`src/rtl/nand_ecc_pkg.sv`:
```
package nand_ecc_pkg;

  localparam int unsigned DATA_W     = 8;
  localparam int unsigned BIT_IDX_W  = $clog2(DATA_W);
  localparam int unsigned NUM_CHUNKS = 2;
  localparam int unsigned CHUNK_DEF  = 256;

  typedef enum logic {
    PG_SINGLE = 1'b0,
    PG_DOUBLE = 1'b1
  } page_mode_e;

  // Byte-lane mask: lanes whose bit position has bit k equal to want.
  function automatic logic [DATA_W-1:0] pos_mask(input int k, input logic want);
    logic [DATA_W-1:0] m;
    for (int i = 0; i < DATA_W; i++) begin
      m[i] = ((((i >> k) & 1) == 1) == want);
    end
    return m;
  endfunction

endpackage

```
`src/rtl/nand_ecc_byte_par.sv`:
```
module nand_ecc_byte_par
  import nand_ecc_pkg::*;
#(
  parameter int unsigned OFF_W = 8,
  localparam int unsigned PAR_W = BIT_IDX_W + OFF_W
) (
  input  logic [DATA_W-1:0] data_i,
  input  logic [OFF_W-1:0]  off_i,
  output logic [PAR_W-1:0]  set_o,
  output logic [PAR_W-1:0]  clr_o
);

  logic byte_par;
  assign byte_par = ^data_i;

  for (genvar k = 0; k < PAR_W; k++) begin : g_bit
    if (k < BIT_IDX_W) begin : g_pos
      assign set_o[k] = ^(data_i & pos_mask(k, 1'b1));
      assign clr_o[k] = ^(data_i & pos_mask(k, 1'b0));
    end else begin : g_off
      assign set_o[k] = byte_par &  off_i[k-BIT_IDX_W];
      assign clr_o[k] = byte_par & ~off_i[k-BIT_IDX_W];
    end
  end

endmodule

```
`src/rtl/nand_ecc_acc.sv`:
```
module nand_ecc_acc #(
  parameter int unsigned PAR_W = 11
) (
  input  logic             clk,
  input  logic             rst_n,
  input  logic             clr,
  input  logic             en,
  input  logic [PAR_W-1:0] set_in,
  input  logic [PAR_W-1:0] clr_in,
  output logic [PAR_W-1:0] set_q,
  output logic [PAR_W-1:0] clr_q
);

  always_ff @(posedge clk or negedge rst_n) begin
    if (!rst_n) begin
      set_q <= '0;
      clr_q <= '0;
    end else if (clr) begin
      set_q <= '0;
      clr_q <= '0;
    end else if (en) begin
      set_q <= set_q ^ set_in;
      clr_q <= clr_q ^ clr_in;
    end
  end

  AST_CLEAR_ZEROES: assert property (@(posedge clk) disable iff (!rst_n)
    clr |=> (set_q == '0) && (clr_q == '0));

  AST_IDLE_HOLD: assert property (@(posedge clk) disable iff (!rst_n)
    (!clr && !en) |=> $stable(set_q) && $stable(clr_q));

  AST_PAIR_BALANCE: assert property (@(posedge clk) disable iff (!rst_n)
    ((set_q ^ clr_q) == '0) || ((set_q ^ clr_q) == '1));

endmodule

```
`src/rtl/nand_ecc_ctrl.sv`:
```
module nand_ecc_ctrl
  import nand_ecc_pkg::*;
#(
  parameter int unsigned CHUNK_BYTES = 256,
  localparam int unsigned OFF_W = $clog2(CHUNK_BYTES),
  localparam int unsigned SEL_W = (NUM_CHUNKS > 1) ? $clog2(NUM_CHUNKS) : 1,
  localparam int unsigned CNT_W = $clog2(NUM_CHUNKS * CHUNK_BYTES) + 1
) (
  input  logic             clk,
  input  logic             rst_n,
  input  logic             ecc_clr,
  input  logic             page_sel,
  input  logic             in_valid,
  output logic             in_ready,
  output logic             accept,
  output logic [SEL_W-1:0] chunk_sel,
  output logic [OFF_W-1:0] byte_off,
  output logic             page_full,
  output logic             two_chunk,
  output logic             done
);

  localparam logic [CNT_W-1:0] LIM_ONE = CNT_W'(CHUNK_BYTES);
  localparam logic [CNT_W-1:0] LIM_TWO = CNT_W'(NUM_CHUNKS * CHUNK_BYTES);

  page_mode_e       mode_q;
  logic [CNT_W-1:0] cnt_q;
  logic [CNT_W-1:0] limit;
  logic             done_q;

  assign limit     = (mode_q == PG_DOUBLE) ? LIM_TWO : LIM_ONE;
  assign in_ready  = ~ecc_clr;
  assign page_full = (cnt_q >= limit);
  assign accept    = in_valid & in_ready & ~page_full;
  assign byte_off  = cnt_q[OFF_W-1:0];
  assign chunk_sel = cnt_q[OFF_W +: SEL_W];
  assign two_chunk = (mode_q == PG_DOUBLE);
  assign done      = done_q;

  always_ff @(posedge clk or negedge rst_n) begin
    if (!rst_n) begin
      cnt_q  <= '0;
      mode_q <= PG_SINGLE;
      done_q <= 1'b0;
    end else begin
      done_q <= 1'b0;
      if (ecc_clr) begin
        cnt_q  <= '0;
        mode_q <= page_sel ? PG_DOUBLE : PG_SINGLE;
      end else if (accept) begin
        cnt_q  <= cnt_q + 1'b1;
        done_q <= (cnt_q == limit - 1'b1);
      end
    end
  end

  AST_COUNT_BOUND: assert property (@(posedge clk) disable iff (!rst_n)
    cnt_q <= limit);

  AST_DONE_SINGLE: assert property (@(posedge clk) disable iff (!rst_n)
    done_q |=> !done_q);

  AST_DONE_AT_END: assert property (@(posedge clk) disable iff (!rst_n)
    done_q |-> (cnt_q == limit));

  AST_CLEAR_RESTART: assert property (@(posedge clk) disable iff (!rst_n)
    ecc_clr |=> (cnt_q == '0) && !done_q);

endmodule

```
`src/rtl/nand_ecc_gen.sv`:
```
module nand_ecc_gen
  import nand_ecc_pkg::*;
#(
  parameter int unsigned CHUNK_BYTES = CHUNK_DEF,
  localparam int unsigned OFF_W = $clog2(CHUNK_BYTES),
  localparam int unsigned PAR_W = BIT_IDX_W + OFF_W,
  localparam int unsigned SEL_W = (NUM_CHUNKS > 1) ? $clog2(NUM_CHUNKS) : 1
) (
  input  logic              clk,
  input  logic              rst_n,
  input  logic              ecc_clr,
  input  logic              page_sel,
  input  logic              in_valid,
  output logic              in_ready,
  input  logic [DATA_W-1:0] in_data,
  output logic              done,
  output logic [PAR_W-1:0]  code0_set,
  output logic [PAR_W-1:0]  code0_clr,
  output logic [PAR_W-1:0]  code1_set,
  output logic [PAR_W-1:0]  code1_clr
);

  logic             accept;
  logic [SEL_W-1:0] chunk_sel;
  logic [OFF_W-1:0] byte_off;
  logic             page_full;
  logic             two_chunk;
  logic [PAR_W-1:0] set_bit;
  logic [PAR_W-1:0] clr_bit;
  logic [PAR_W-1:0] set_w [NUM_CHUNKS];
  logic [PAR_W-1:0] clr_w [NUM_CHUNKS];

  nand_ecc_ctrl #(.CHUNK_BYTES(CHUNK_BYTES)) u_ctrl (
    .clk       (clk),
    .rst_n     (rst_n),
    .ecc_clr   (ecc_clr),
    .page_sel  (page_sel),
    .in_valid  (in_valid),
    .in_ready  (in_ready),
    .accept    (accept),
    .chunk_sel (chunk_sel),
    .byte_off  (byte_off),
    .page_full (page_full),
    .two_chunk (two_chunk),
    .done      (done)
  );

  nand_ecc_byte_par #(.OFF_W(OFF_W)) u_par (
    .data_i (in_data),
    .off_i  (byte_off),
    .set_o  (set_bit),
    .clr_o  (clr_bit)
  );

  for (genvar c = 0; c < NUM_CHUNKS; c++) begin : g_chunk
    logic en_c;
    assign en_c = accept & (chunk_sel == SEL_W'(c));

    nand_ecc_acc #(.PAR_W(PAR_W)) u_acc (
      .clk    (clk),
      .rst_n  (rst_n),
      .clr    (ecc_clr),
      .en     (en_c),
      .set_in (set_bit),
      .clr_in (clr_bit),
      .set_q  (set_w[c]),
      .clr_q  (clr_w[c])
    );
  end

  assign code0_set = set_w[0];
  assign code0_clr = clr_w[0];
  assign code1_set = set_w[1];
  assign code1_clr = clr_w[1];

  AST_UPPER_QUIET: assert property (@(posedge clk) disable iff (!rst_n)
    !two_chunk |-> (code1_set == '0) && (code1_clr == '0));

  AST_FULL_HOLD: assert property (@(posedge clk) disable iff (!rst_n)
    (page_full && !ecc_clr) |=> $stable(code0_set) && $stable(code0_clr)
                                && $stable(code1_set) && $stable(code1_clr));

  AST_DONE_AFTER_TAKE: assert property (@(posedge clk) disable iff (!rst_n)
    done |-> $past(in_valid) && !$past(ecc_clr));

endmodule

```
`config.mk`:
```
export PLATFORM = sky130hd
export DESIGN_NAME = nand_ecc_gen
export DESIGN_NICKNAME = d
export VERILOG_FILES = /design/src/rtl/nand_ecc_pkg.sv /design/src/rtl/nand_ecc_byte_par.sv /design/src/rtl/nand_ecc_acc.sv /design/src/rtl/nand_ecc_ctrl.sv /design/src/rtl/nand_ecc_gen.sv
export SDC_FILE = /design/constraint.sdc
export NUM_CORES = 1
export LEC_CHECK = 0
export BUFFER_PORTS_ARGS = -buffer_cell sky130_fd_sc_hd__buf_2
export CAP_MARGIN = 20
export CORE_MARGIN = 3
export CORE_UTILIZATION = 25
export DETAILED_ROUTE_END_ITERATION = 16
export PLACE_DENSITY_LB_ADDON = 0.1
export SYNTH_ARGS = -nofsm -noshare
export SYNTH_HDL_FRONTEND = slang
export SYNTH_SLANG_ARGS = --single-unit
```
`constraint.sdc`:
```
create_clock -name clk -period 4.9 [get_ports clk]
set_input_delay 0.49 -clock clk [delete_from_list [all_inputs] [get_ports clk]]
set_output_delay 0.49 -clock clk [all_outputs]
set_load 0.1 [all_outputs]
```
# Word level (Yosys, flattened, before mapping)
# Index checks and enable logic that the tools add are counted.
[op_classes] reduce_logical=10 eq_ne=1 n_mux=14 n_bitwise=35 order_cmp=1 n_addsub=2
[ops] operator="$mux 11" count=8
[ops] operator="$reduce_xor 8->1" count=7
[ops] operator="$xor 11x11->11" count=4
[ops] operator="$mux 10" count=3
[ops] operator="$and 1x1->1" count=20
[ops] operator="$not 1->1" count=11
[ops] operator="$add 10x1->10 const B" count=1
[ops] operator="$eq 10x10->1" count=1
[ops] operator="$ge 10x10->1" count=1
[ops] operator="$sub 10x1->10 const B" count=1
[ops] operator="$reduce_bool 2->1" count=3
[ops] operator="$mux 1" count=3
[totals] output_inout_bits=46 reg_bits=56 in_bits=13

# Logic depth before layout (Yosys ltp)
[depth] depth_word=7 depth_mapped=9 ltp_nobuf=7

# By module
# From an unflattened synthesis, not the netlist that was laid out.
[hier_totals] cells_unflattened=309 area_unflattened_um2=3380.7
[by_module_without_submodules] mod="nand_ecc_acc" cells_per_inst=95 instances=2 area_per_inst_um2=1161.1
[by_module_without_submodules] mod="nand_ecc_ctrl" cells_per_inst=84 instances=1 area_per_inst_um2=788.3
[by_module_without_submodules] mod="nand_ecc_byte_par" cells_per_inst=33 instances=1 area_per_inst_um2=254.0
[by_module_without_submodules] mod="nand_ecc_gen" cells_per_inst=2 instances=1 area_per_inst_um2=16.3

# Worst setup path after synthesis
# No wires, ideal clock.
[synth_path] path_type="input port to output port" start="input ecc_clr" end="output in_ready" cell_stages=3 slack_ps=2695 path_buffers=2 t_arrival_ps=1715 path_cell_list="buf_6 inv_1 clkbuf_1"
[synth_between] elab_chain_len=1
[synth_rtl] item="from (decl)" line="nand_ecc_gen.sv:11" source="input logic ecc_clr,"
[synth_rtl] item="$not 1->1" line="nand_ecc_ctrl.sv:32" source="assign in_ready = ~ecc_clr;"
[synth_rtl] item="to (decl)" line="nand_ecc_gen.sv:14" source="output logic in_ready,"
# Every way passes these cells.

# Worst setup path in the final report
[layout_path] start="register u_ctrl.cnt_q[0]" end="register g_chunk[0].u_acc.clr_q[10]"
[layout_between] elab_chain_len=5
[layout_rtl] item="from (decl)" line="nand_ecc_ctrl.sv:27" source="logic [CNT_W-1:0] cnt_q;"
[layout_rtl] item="from (signal assigned)" line="nand_ecc_ctrl.sv:51" source="cnt_q <= cnt_q + 1'b1;"
[layout_rtl] item="$ge 10x10->1" line="nand_ecc_ctrl.sv:33" source="assign page_full = (cnt_q >= limit);"
[layout_rtl] item="$not 1->1" line="nand_ecc_ctrl.sv:34" source="assign accept = in_valid & in_ready & ~page_full;"
[layout_rtl] item="$and 1x1->1" line="nand_ecc_ctrl.sv:34"
[layout_rtl] item="$and 1x1->1" line="nand_ecc_gen.sv:57" source="assign en_c = accept & (chunk_sel == SEL_W'(c));"
[layout_rtl] item="$reduce_bool 2->1 (no source line)"
[layout_rtl] item="to (signal assigned)" line="nand_ecc_acc.sv:23" source="clr_q <= clr_q ^ clr_in;"
[layout_rtl] item="to (decl)" line="nand_ecc_acc.sv:11" source="output logic [PAR_W-1:0] clr_q"
# Every way passes these cells.
# A chain may end at the register's enable or synchronous reset.

==> metrics <==
met3 routed WL=300 um; Die W=114 um; prevailing post-synth register cell=dfrtp_1; post-cts repair resize count=0; Critical Path Sink Type=flip-flop; Clock Skew=0.0141 ns; Ant. Diodes=0; die height=114 um; dpl cell area=0.00329 sq mm; fin crit share=57.4%; Design Area, Final=0.00347 sq mm; Starting Density=26.2%; WP data required=5.09 ns; IO buf count=58; RSZ-0062 raised after global routing=no; Tightest Pin Transition=0.984 ns; Reg2Reg Depth=7; Post-Syn Area=0.00291 sq mm; Reg2Reg Setup Slack=2.09 ns; Slew Limit Fails=0; Reg-to-Reg End=g_chunk[0].u_acc.clr_q[10]$_DFFE_PN0P_; ratio of cells with drive above 1 in the final layout=24.2%; # hold bufs at CTS=0; commonest cells after routing, fill and taps aside=buf_2, dfrtp_1, o41ai_1; H-tree levels=2; worst min path class=in2async; wl on met1=3.81 mm; commonest non-fill, non-tap cell in the layout=buf_2; crit path DAT=3.00 ns; Pleak=1.53 nW; I/O pin count=59; Final TNS setup=0 ns; power consumption=1.20 mW; die area=0.0130 sq mm; WL/cell=17.1 um; GRT overflow=0; minimum clock period=2.81 ns; number of enable flip-flop cells after synthesis=0; GP Congestion=0.729; routed vias=2308; hpwl dp=5.34 mm; clk buf depth=2; Critical Path Source Type=flip-flop; initial DRC count=150; Max Fanout on Critical Path=29; TritonRoute pass-1 iters=4; initial antenna violation count=0; CTS clock-pin slew for the worst setup and hold paths=0.08 ns; unique cell type count in the Yosys netlist=39; CTS Buf Count=5; Synth Warn #=0; CTS sink count=56; row count=38; syn_nets=293; Final Setup Violations=0; critical path class=reg2reg; Core Region=0.0111 sq mm; Fin. Hold Viols=0; slew margin rel.=34.3%; cell count after synthesis=276; wire length on met2=3.73 mm; number of global-route vias before repair=2352; clock latency on the worst-skew pair=0.30 ns; GRT Overall Usage=12.6%; final wirelength=7.89 mm; outcome=complete, no violations; max layer used=met4; CTS tree=built; RR Startpoint=u_ctrl.cnt_q[0]$_DFFE_PN0P_; pin count of the biggest net entering global routing=64; Setup Buffers After CTS=0; DRC viols=0; NumNets Final=338; Max-cap violations=0; #FFs+latches synth=56; mean post-synth cell area=10.5 sq um; pwr/cell area=347 mW/mm^2; vias per cell=5.00; maximum vdd ir drop=191 uV; area delta synth->final=19.2%; first-pass GRT wire length=13.0 mm; Synth async-reset ratio=100%; Max Freq=356 MHz; CTS root buffer=clkbuf_16; Seq/Total Area, Yosys=48.2%; Detail Route Antenna Nets=0
==> how the worst max path moves through the flow <==
stage | from | slack (ns) | to | depth (start not counted)
after global placement | ecc_clr | 1.94 | u_ctrl.cnt_q[9]$_DFFE_PN0P_ | 6
after CTS | u_ctrl.cnt_q[0]$_DFFE_PN0P_ | 2.00 | u_ctrl.cnt_q[9]$_DFFE_PN0P_ | 7
after floorplan | ecc_clr | 2.70 | in_ready | 3
final | u_ctrl.cnt_q[0]$_DFFE_PN0P_ | 2.09 | g_chunk[0].u_acc.clr_q[10]$_DFFE_PN0P_ | 7
after detailed placement | ecc_clr | 1.89 | u_ctrl.cnt_q[9]$_DFFE_PN0P_ | 6
after global routing | u_ctrl.cnt_q[0]$_DFFE_PN0P_ | 1.75 | g_chunk[0].u_acc.set_q[10]$_DFFE_PN0P_ | 7
==> layout make-up <==
| class | count | area, sq um |
|---|---|---|
| Clock inverter | 3 | 25.0 |
| Multi-Input combinational cell | 184 | 1360 |
| Sequential cell | 56 | 1400 |
| Inverter | 12 | 45.0 |
| Tap cell | 140 | 175 |
| Timing Repair Buffer | 62 | 340 |
| Fill cell | 1164 | 7610 |
| Clock buffer | 5 | 125 |
==> layer usage <==
| metal | up-vias | global-route usage, % |
|---|---|---|
| met5 | - | 0 |
| met4 | 0 | 3.09 |
| met3 | 2 | 2.76 |
| li1 | 1145 | - |
| met1 | 1105 | 17.2 |
| met2 | 56 | 20.3 |
==> critical path: stages (launching register included) <==
cell and delay, ns:
dfrtp_1 0.50, inv_1 0.22, ha_1 0.18, nor4b_1 0.38, nand4_2 0.28, nand2_1 0.80, o311ai_0 0.23, o41ai_1 0.11
==> stage by stage <==
step,cells,utilization [%],worst slack (ns),hold slack [ns]
2_1_floorplan,276,-,2.70,0.194
3_3_place_gp,453,29.7,1.94,0.462
3_5_place_dp,453,29.7,1.89,0.473
4_1_cts,461,31.0,2.00,0.379
5_1_grt,462,31.3,1.75,0.408
6_report,462,31.3,2.09,0.345
==> report_power, final <==
group          switching (mW)  total (mW)  internal, mW  leakage (nW)
logic                   0.267       0.331        0.0636         0.684
clock network           0.180       0.373         0.194        0.0708
registers              0.0172       0.498         0.481         0.774
total                   0.464        1.20         0.738          1.53
==> cell usage after synthesis (2+ instances only) <==
master | count | area [sq um]
or4_1 | 5 | 37.5
o41ai_1 | 26 | 228
dfrtp_1 | 56 | 1400
and3_1 | 3 | 18.8
buf_6 | 2 | 22.5
or3_1 | 3 | 18.8
nand3_1 | 10 | 50.1
ha_1 | 4 | 50.1
xnor2_1 | 22 | 193
buf_2 | 7 | 35.0
mux2i_1 | 2 | 20.0
o311ai_0 | 17 | 149
o21ai_0 | 6 | 30.0
nor3_1 | 12 | 60.1
nor2_1 | 16 | 60.1
xnor2_2 | 3 | 48.8
inv_1 | 12 | 45.0
clkbuf_1 | 13 | 48.8
xor2_1 | 4 | 35.0
a21o_1 | 2 | 15.0
o311ai_1 | 9 | 78.8
o31ai_1 | 7 | 52.6
nand2_1 | 12 | 45.0
a21oi_1 | 8 | 40.0
==> kinds of logic after synthesis <==
kind of cell / after synthesis / share of synthesized area, %
xor+xnor: 29 / 9.51
buf+inv: 36 / 5.59
mux: 2 / 0.688
simple gates: 73 / 13.6
compound gates: 76 / 20.7
fa+ha+maj: 4 / 1.72
flops: 56 / 48.2
==> registers in the layout, indices dropped and copies added (netlist names) <==
register,flops
u_ctrl.cnt_q,10
u_ctrl.two_chunk,1
g_chunk.u_acc.clr_q,22
g_chunk.u_acc.set_q,22
u_ctrl.done,1
Power figures use the tool's default switching activity.
